==> config.mk <==
export PLATFORM = sky130hd
export DESIGN_NAME = cbi_unit
export DESIGN_NICKNAME = d
export VERILOG_FILES = /design/src/rtl/cbi_pkg.sv /design/src/rtl/cbi_tag_array.sv /design/src/rtl/cbi_ctrl.sv /design/src/rtl/cbi_unit.sv
export SDC_FILE = /design/constraint.sdc
export NUM_CORES = 2
export LEC_CHECK = 0
export BUFFER_PORTS_ARGS = -buffer_cell sky130_fd_sc_hd__buf_4
export CORE_MARGIN = 5
export CORE_UTILIZATION = 50
export CTS_BUF_LIST = sky130_fd_sc_hd__clkbuf_4 sky130_fd_sc_hd__clkbuf_8
export DETAILED_ROUTE_END_ITERATION = 12
export HOLD_SLACK_MARGIN = 0.03
export PLACE_DENSITY_LB_ADDON = 0.25
export SLEW_MARGIN = 5
export SYNTH_ARGS = -nofsm -noshare
export SYNTH_HDL_FRONTEND = slang
export SYNTH_SLANG_ARGS = --single-unit
==> constraint.sdc <==
create_clock -name clk_i -period 9.2 [get_ports clk_i]
set_input_delay 2.3 -clock clk_i [delete_from_list [all_inputs] [get_ports clk_i]]
set_output_delay 2.3 -clock clk_i [all_outputs]
set_load 0.05 [all_outputs]
==> src/rtl/cbi_pkg.sv <==
package cbi_pkg;
  typedef enum logic [1:0] {
    ST_I = 2'b00,
    ST_E = 2'b01,
    ST_M = 2'b11
  } mei_e;

  typedef enum logic [1:0] {
    CAUSE_NONE  = 2'b00,
    CAUSE_BLOCK = 2'b01,
    CAUSE_PAGE  = 2'b10
  } cause_e;

  typedef enum logic {
    CTL_IDLE  = 1'b0,
    CTL_BCAST = 1'b1
  } ctl_state_e;
endpackage

==> src/rtl/cbi_tag_array.sv <==
module cbi_tag_array
  import cbi_pkg::*;
#(
  parameter int BLK_W = 27,
  parameter int WAYS  = 4,
  parameter int SETS  = 16,
  localparam int IDX_W = $clog2(SETS),
  localparam int WAY_W = $clog2(WAYS),
  localparam int TAG_W = BLK_W - IDX_W
) (
  input  logic             clk_i,
  input  logic             rst_ni,
  input  logic [BLK_W-1:0] lk_blk_i,
  output logic             lk_hit_o,
  output logic [WAY_W-1:0] lk_way_o,
  input  logic [BLK_W-1:0] probe_blk_i,
  output logic [1:0]       probe_state_o,
  input  logic             inv_en_i,
  input  logic [IDX_W-1:0] inv_idx_i,
  input  logic [WAY_W-1:0] inv_way_i,
  input  logic             fill_en_i,
  input  logic [BLK_W-1:0] fill_blk_i,
  input  logic [WAY_W-1:0] fill_way_i,
  input  logic [1:0]       fill_state_i
);
  mei_e             st_q  [SETS][WAYS];
  logic [TAG_W-1:0] tag_q [SETS][WAYS];

  logic [IDX_W-1:0] lk_idx, pr_idx, fl_idx;
  logic [TAG_W-1:0] lk_tag, pr_tag;
  logic [WAYS-1:0]  lk_match, pr_match;

  assign lk_idx = lk_blk_i[IDX_W-1:0];
  assign lk_tag = lk_blk_i[BLK_W-1:IDX_W];
  assign pr_idx = probe_blk_i[IDX_W-1:0];
  assign pr_tag = probe_blk_i[BLK_W-1:IDX_W];
  assign fl_idx = fill_blk_i[IDX_W-1:0];

  for (genvar w = 0; w < WAYS; w++) begin : g_way
    assign lk_match[w] = (st_q[lk_idx][w] != ST_I) && (tag_q[lk_idx][w] == lk_tag);
    assign pr_match[w] = (st_q[pr_idx][w] != ST_I) && (tag_q[pr_idx][w] == pr_tag);
  end

  assign lk_hit_o = |lk_match;

  always_comb begin
    lk_way_o      = '0;
    probe_state_o = ST_I;
    for (int w = 0; w < WAYS; w++) begin
      if (lk_match[w]) lk_way_o = WAY_W'(w);
      if (pr_match[w]) probe_state_o = st_q[pr_idx][w];
    end
  end

  // invalidate is applied last so it wins on the same line
  always_ff @(posedge clk_i or negedge rst_ni) begin
    if (!rst_ni) begin
      for (int s = 0; s < SETS; s++)
        for (int w = 0; w < WAYS; w++)
          st_q[s][w] <= ST_I;
    end else begin
      if (fill_en_i) st_q[fl_idx][fill_way_i] <= mei_e'(fill_state_i);
      if (inv_en_i)  st_q[inv_idx_i][inv_way_i] <= ST_I;
    end
  end

  always_ff @(posedge clk_i) begin
    if (fill_en_i) tag_q[fl_idx][fill_way_i] <= fill_blk_i[BLK_W-1:IDX_W];
  end
endmodule

==> src/rtl/cbi_ctrl.sv <==
module cbi_ctrl
  import cbi_pkg::*;
#(
  parameter int BLK_W = 27
) (
  input  logic             clk_i,
  input  logic             rst_ni,
  input  logic             req_valid_i,
  output logic             req_ready_o,
  input  logic [BLK_W-1:0] req_blk_i,
  input  logic             bat_viol_i,
  input  logic             tlb_viol_i,
  input  logic             direct_store_i,
  input  logic             bcast_en_i,
  input  logic             lk_hit_i,
  output logic             inv_en_o,
  output logic             bus_valid_o,
  input  logic             bus_ready_i,
  output logic [BLK_W-1:0] bus_blk_o,
  output logic             done_o,
  output logic             dsi_o,
  output logic [1:0]       dsi_cause_o
);
  ctl_state_e       state_q;
  logic [BLK_W-1:0] blk_q;
  logic             done_q, dsi_q;
  cause_e           cause_q;

  logic accept, clean, fault_blk, fault_pg, need_bus;

  assign accept    = req_valid_i && (state_q == CTL_IDLE);
  // direct-store outranks protection; block fault outranks page fault
  assign fault_blk = !direct_store_i && bat_viol_i;
  assign fault_pg  = !direct_store_i && !bat_viol_i && tlb_viol_i;
  assign clean     = !direct_store_i && !bat_viol_i && !tlb_viol_i;
  assign need_bus  = clean && bcast_en_i;
  assign inv_en_o  = accept && clean && lk_hit_i;

  always_ff @(posedge clk_i or negedge rst_ni) begin
    if (!rst_ni) begin
      state_q <= CTL_IDLE;
      blk_q   <= '0;
      done_q  <= 1'b0;
      dsi_q   <= 1'b0;
      cause_q <= CAUSE_NONE;
    end else begin
      done_q  <= 1'b0;
      dsi_q   <= 1'b0;
      cause_q <= CAUSE_NONE;
      case (state_q)
        CTL_IDLE: if (accept) begin
          if (need_bus) begin
            state_q <= CTL_BCAST;
            blk_q   <= req_blk_i;
          end else begin
            done_q <= 1'b1;
          end
          dsi_q <= fault_blk || fault_pg;
          if (fault_blk)     cause_q <= CAUSE_BLOCK;
          else if (fault_pg) cause_q <= CAUSE_PAGE;
        end
        CTL_BCAST: if (bus_ready_i) begin
          state_q <= CTL_IDLE;
          done_q  <= 1'b1;
        end
        default: state_q <= CTL_IDLE;
      endcase
    end
  end

  assign req_ready_o = (state_q == CTL_IDLE);
  assign bus_valid_o = (state_q == CTL_BCAST);
  assign bus_blk_o   = blk_q;
  assign done_o      = done_q;
  assign dsi_o       = dsi_q;
  assign dsi_cause_o = cause_q;
endmodule

==> src/rtl/cbi_unit.sv <==
module cbi_unit
  import cbi_pkg::*;
#(
  parameter int ADDR_W    = 32,
  parameter int BLK_BYTES = 32,
  parameter int WAYS      = 4,
  parameter int SETS      = 16,
  localparam int OFF_W = $clog2(BLK_BYTES),
  localparam int BLK_W = ADDR_W - OFF_W,
  localparam int IDX_W = $clog2(SETS),
  localparam int WAY_W = $clog2(WAYS)
) (
  input  logic             clk_i,
  input  logic             rst_ni,
  input  logic             req_valid_i,
  output logic             req_ready_o,
  input  logic [BLK_W-1:0] req_blk_i,
  input  logic             bat_viol_i,
  input  logic             tlb_viol_i,
  input  logic             direct_store_i,
  input  logic             bcast_en_i,
  input  logic             cache_en_i,
  input  logic             cache_lock_i,
  input  logic             fill_valid_i,
  input  logic [BLK_W-1:0] fill_blk_i,
  input  logic [WAY_W-1:0] fill_way_i,
  input  logic [1:0]       fill_state_i,
  input  logic [BLK_W-1:0] probe_blk_i,
  output logic [1:0]       probe_state_o,
  output logic             bus_valid_o,
  input  logic             bus_ready_i,
  output logic [BLK_W-1:0] bus_blk_o,
  output logic             done_o,
  output logic             dsi_o,
  output logic [1:0]       dsi_cause_o
);
  logic             lk_hit, inv_en, fill_en;
  logic [WAY_W-1:0] lk_way;

  // disable and lock stop allocation only, never invalidation
  assign fill_en = fill_valid_i && cache_en_i && !cache_lock_i;

  cbi_tag_array #(.BLK_W(BLK_W), .WAYS(WAYS), .SETS(SETS)) u_tags (
    .clk_i         (clk_i),
    .rst_ni        (rst_ni),
    .lk_blk_i      (req_blk_i),
    .lk_hit_o      (lk_hit),
    .lk_way_o      (lk_way),
    .probe_blk_i   (probe_blk_i),
    .probe_state_o (probe_state_o),
    .inv_en_i      (inv_en),
    .inv_idx_i     (req_blk_i[IDX_W-1:0]),
    .inv_way_i     (lk_way),
    .fill_en_i     (fill_en),
    .fill_blk_i    (fill_blk_i),
    .fill_way_i    (fill_way_i),
    .fill_state_i  (fill_state_i)
  );

  cbi_ctrl #(.BLK_W(BLK_W)) u_ctrl (
    .clk_i          (clk_i),
    .rst_ni         (rst_ni),
    .req_valid_i    (req_valid_i),
    .req_ready_o    (req_ready_o),
    .req_blk_i      (req_blk_i),
    .bat_viol_i     (bat_viol_i),
    .tlb_viol_i     (tlb_viol_i),
    .direct_store_i (direct_store_i),
    .bcast_en_i     (bcast_en_i),
    .lk_hit_i       (lk_hit),
    .inv_en_o       (inv_en),
    .bus_valid_o    (bus_valid_o),
    .bus_ready_i    (bus_ready_i),
    .bus_blk_o      (bus_blk_o),
    .done_o         (done_o),
    .dsi_o          (dsi_o),
    .dsi_cause_o    (dsi_cause_o)
  );
endmodule

Word-level counts from Yosys, hierarchy flattened:

Memory sizes are Yosys's and may differ from the RTL's.
Cells that the tools add are included.

* register bits after elaboration: 160
* bits in latches: 0
* memories kept: 1
* RAM bits: 1472
* ROM bits: 0

* muxes and demuxes: 42
* multipliers: 0
* divide/modulo/power cells: 0
* shifts and indexed selects: 0
* reduce and logical (&&, ||, !) cells: 37
* order comparisons: 9
* add/sub/neg operators: 0
* bitwise gates (word level): 8
* equality and inequality tests: 8

Memory list
* u_tags.tag_q: depth 16, bits a word 92, rd ports 2, clocked after memory_dff 0, write ports 1, line cbi_tag_array.sv:27 `logic [TAG_W-1:0] tag_q [SETS][WAYS];`

Operators by type and width (number)
* 128-bit 2-to-1 mux: 2
* 23-bit == test: 8
* 128-bit bitwise AND: 1
* 128-bit bitwise mux: 1
* 128-bit NOT: 1
* 92-bit 2-to-1 mux: 1
* 8-bit binary-select mux with 4-bit select: 2
* 8-bit demux with 4-bit select: 2
* 8-bit 2-to-1 mux: 6
* 23-bit demux with 2-bit select: 1
* 2-bit 2-to-1 mux: 12
* 23-bit 2-to-1 mux: 1
* 1-bit logical AND: 22
* 2-bit nonzero test: 8
* 5-bit >= comparator (second input constant): 3
* 4-bit NOT with 5-bit output: 3
* 5-bit by 1-bit < comparator with 1-bit output (second input constant): 2
* 1-bit 2-to-1 mux: 10
* 2-bit demux with 2-bit select: 2
* 3-bit >= comparator (second input constant): 2
* 3-bit by 1-bit < comparator with 1-bit output (second input constant): 2
* 2-bit NOT with 3-bit output: 2
* 1-bit logical NOT: 4
* 1-bit case mux with 2 select lines: 2
* 4 further kinds: 4

Depth between registers and ports, before layout:

* word-level depth: 19
* gate-level depth with buffers: 16
* depth with buffers taken out: 9

By module:

Synthesis repeated with hierarchy kept, for this count alone.

* cells, all modules: 4255
* area, all modules: 78962.0 um^2

Modules (own cells, without submodules)
* cbi_tag_array: cells each 4181, area an instance 77655.7 um^2, times used 1
* cbi_ctrl: cells each 73, area an instance 1297.5 um^2, times used 1
* cbi_unit: cells each 1, area an instance 8.8 um^2, times used 1

Worst setup path before layout:

OpenSTA, ideal clock, no wires.

* path kind: input port to output port
* start: in probe_blk_i[0]
* end: out probe_state_o[1]
* cell stages on the path: 10
* arrival time: 5.742 ns
* data required time: 6.900 ns
* path buffers: 4
* path slack: 1.158 ns
* path through: buf_6 > buf_4 > buf_2 > buf_2 > mux4_2 > mux4_2 > xnor2_1 > nand4_1 > or4_1 > o22ai_1

* longest elaborated chain between the ends: 10
* elaborated cells between the ends (all ways): 21
* classes of those cells: 4 x eq/ne; 7 x mux; 1 x bitwise; 8 x reduce/logical; 1 x memory

Ends and longest elaborated chain
* from (decl): line cbi_unit.sv:28 `input logic [BLK_W-1:0] probe_blk_i,`
* parallel branches: the longest is 9 deep, another holds memory read 16 x 92 bit
* 2-bit 2-to-1 mux (*): line cbi_tag_array.sv:51 `if (pr_match[w]) probe_state_o = st_q[pr_idx][w];`
* to (decl): line cbi_unit.sv:29 `output logic [1:0] probe_state_o,`

Mark *: on every way between the ends. The select of a mux whose other input is x is not followed.

Worst setup path in the final report:

* start: in probe_blk_i[1]
* end: out probe_state_o[1]

Same word-level chain as after synthesis.

==> load_flow_metrics.sql <==
INSERT INTO impl_metrics (metric_group, metric, value, unit) VALUES
('global_route', 'pin_count_of_the_biggest_net_entering_global_routing', '107', ''),
('routing', 'drt_drc_violations_left', '0', ''),
('yosys', 'postSynth.asyncResetShare', '0.0980', ''),
('global_route', 'grt_overflow_total', '0', ''),
('timing', 'final-setup-viol-count', '0', ''),
('pwr', 'comb_power_share', '0.112', ''),
('routing', 'avgViaCountPerCell', '7.20', ''),
('routing', 'starting_drt_drc_count', '8362', ''),
('global_route', 'grt.total_usage', '0.336', ''),
('global_route', 'grt_antenna_before_repair', '23', ''),
('pwr', 'internal_power_component', '12300', 'µW'),
('worst_setup_path', 'end_kind', 'primary output', ''),
('worst_setup_path', 'critPathTopFamily', 'compound AO/OA/AOI/OAI gates', ''),
('yosys', 'postSynthCellCount', '4560', ''),
('yosys', 'synth.most_common_cell', 'edfxtp_1', ''),
('timing', 'max_freq', '0.109', 'GHz'),
('yosys', 'synth.yosys.seq_area_share', '0.601', ''),
('pwr', 'fin_total_pwr', '16400', 'µW'),
('clocking', 'cts.htree.levels', '5', ''),
('yosys', 'synth_common_cells', 'edfxtp_1 (1472), mux4_2 (748), mux2i_1 (444)', ''),
('clocking', 'clk_pin_slew_worst_paths', '0.06', 'ns'),
('clocking', 'number_of_cts_inserted_buffers', '283', ''),
('pwr', 'power_density', '184', 'nW/µm²'),
('timing', 'worst_max_slew_pin_slew', '1.33', 'ns'),
('worst_setup_path', 'type_of_the_worst_setup_path', 'input pin to primary output', ''),
('pwr', 'netSwitchingPower', '4170', 'µW'),
('hold_path', 'timing.hold.worst.class', 'flop to flop', ''),
('worst_setup_path', 'critPathLaunchType', 'input pin', ''),
('yosys', 'yosysUniqueCellTypes', '83', ''),
('global_route', 'first_global_vias', '50110', ''),
('pwr', 'static-leakage-power', '0.0295', 'µW'),
('outcome', 'outcome', 'completed', ''),
('job', 'maxCapViolations', '0', ''),
('yosys', 'synth_seq_cells', '1632', ''),
('timing', 'report.final.slew_viol_count', '0', ''),
('worst_setup_path', 'crit_fanout', '53', ''),
('finish', 'layout-area-overhead-vs-synth', '11.5', '%'),
('yosys', 'yosysWarningCount', '0', ''),
('hold_path', 'worst_hold_startpoint', 'u_ctrl.bus_blk_o[7]', ''),
('routing', 'drt.antenna.violating_nets', '0', ''),
('clocking', 'cts_tree', 'yes', ''),
('yosys', 'syn_area_per_cell', '17.6', 'µm²'),
('placement', 'hpwlAfterDp', '174', 'mm'),
('routing', 'drt_pass_1_iters', '8', ''),
('clocking', 'clkSinkCount', '1632', ''),
('timing', 'final.setup.tns', '0', 'ns'),
('die', 'die_y', '410', 'µm'),
('timing', 'grt_setup_unrepaired', 'false', ''),
('worst_setup_path', 'rr_startpoint', 'u_tags.st_q[9]', ''),
('worst_setup_path', 'worst-endpoint-arrival', '6.86', 'ns'),
('pwr', 'seq_power_share', '0.499', ''),
('clocking', 'cts.repair.resized', '0', ''),
('die', 'die_w', '410', 'µm'),
('die', 'design.die.area', '168000', 'µm²'),
('routing', 'routedWlPerCell', '40.2', 'µm'),
('die', 'core_area', '160000', 'µm²'),
('finish', 'post-route-util', '0.558', ''),
('worst_setup_path', 'crit_chain', 'buf_8 > buf_12 > buf_4 > mux4_2 > a22oi_1 > o221ai_1 > a221oi_1 > o2111ai_1 > nor4_1 > a221oi_1 > o22ai_1 > buf_4 > buf_4', ''),
('worst_setup_path', 'timing.critical_path.slowest_cell_delay', '0.63', 'ns'),
('placement', 'place_congestion', '0.963', ''),
('yosys', 'ys_dominant_reg_cell', 'edfxtp_1', ''),
('worst_setup_path', 'worst_path_max_delay_cell', 'mux4_2', ''),
('pwr', 'peakVddDrop', '0.145', 'mV'),
('yosys', 'mappedNetlistArea', '80200', 'µm²'),
('timing', 'final_period_demand_of_the_worst_path', '9.16', 'ns'),
('timing', 'final_hold_viol_count', '0', ''),
('finish', 'nNetsFinal', '4917', ''),
('worst_setup_path', 'worst_ep_required_time', '6.90', 'ns'),
('finish', 'design_area', '89400', 'µm²'),
('clocking', 'cts_max_path_buffers', '4', ''),
('worst_setup_path', 'crit_path_frequent_cell', 'buf_4', '');
-- state kept, by name, indices dropped and copies added (netlist names) --
| name | cells |
|---|---|
| u_ctrl.done_o | 1 |
| u_tags.st_q | 128 |
| u_ctrl.dsi_cause_o | 2 |
| u_ctrl.bus_valid_o | 1 |
| u_ctrl.dsi_o | 1 |
| u_ctrl.bus_blk_o | 27 |
| u_tags.tag_q | 1472 |
-- worst min-delay path: cells and delay by family, from the launching register on --
kind	cells	cell delay [ns]
flip-flops	1	0.35
AO/OA/AOI/OAI	1	0.06
AND/OR/NAND/NOR	1	0.05
-- logic make-up (layout without fill, tap and decap cells) --
kind of cell / after synthesis / count (layout) / share of synthesized area
xor gates and xnor gates: 221 / 221 / 0.0241
DFF: 1632 / 1632 / 0.601
other: 0 / 11 / 0
buffers and inverters: 390 / 833 / 0.0273
and+or+nand+nor: 555 / 555 / 0.0335
muxes: 1215 / 1215 / 0.269
AOI/OAI and AO/OA: 547 / 547 / 0.0450
-- layer usage --
layer	vias up	track usage	routed length, µm
li1	19532	-	-
met1	26556	0.441	100000
met2	4154	0.489	125000
met3	843	0.117	40100
met4	22	0.196	20200
met5	-	0	332
-- metrics by stage --
stage               hold slack [ns]  cells  setup slack, ns
finish                        0.485   7100           0.0417
global route                  0.518   7091         0.000746
CTS                           0.491   7089            0.285
detailed placement            0.478   6622            0.292
global placement              0.468   6622            0.273
floorplan                     0.520   4560             1.16
-- power groups by stage --
stage,sequential [µW],clock (µW),combinational [µW]
5_1_grt,8200,6810,1900
3_5_place_dp,8350,0,1800
4_1_cts,8200,6450,1810
3_3_place_gp,8350,0,1790
2_1_floorplan,8440,0,1000
6_report,8200,6400,1850
-- final cells by class --
class	count	area, µm²
fill	12288	70700
tap	2086	2610
timing repair buffer	325	2800
antenna	11	27.5
clock inverter	92	567
inverter	41	168
multi-input combinational	2538	30300
sequential	1632	48200
clock buffer	375	4680
-- placed cells by master (no fill, tap or decap), types with 17 or more instances in the layout --
cell	n
mux2_2	23
o221ai_1	17
a21oi_1	146
nand4_1	30
inv_1	28
nor3_1	48
buf_12	25
o22ai_1	22
clkinv_1	51
and2_1	28
clkinv_2	37
nand2_1	144
edfxtp_1	1472
a31oi_1	75
clkbuf_8	299
and3_1	22
xor2_1	35
a22oi_1	56
xnor2_1	186
dfrtp_1	160
a221oi_1	24
nand3_1	23
nor2_4	64
nor2_1	112
o21ai_0	78
mux2i_1	444
mux4_2	748
buf_4	292
a211oi_1	37
clkbuf_4	77
-- final timing paths --
kind                                          to  slack, ns  cells past startpoint
max                             probe_state_o[1]       0.04                     13
min                          u_ctrl.bus_blk_o[7]       0.49                      2
max reg2reg                      u_tags.st_q[82]       5.17                     11
min reg2reg                  u_ctrl.bus_blk_o[7]       0.49                      2
max in group asynchronous  u_ctrl.dsi_cause_o[1]       6.26                      2
min in group asynchronous        u_tags.st_q[80]       1.45                      1
Power figures use the tool's default switching activity.
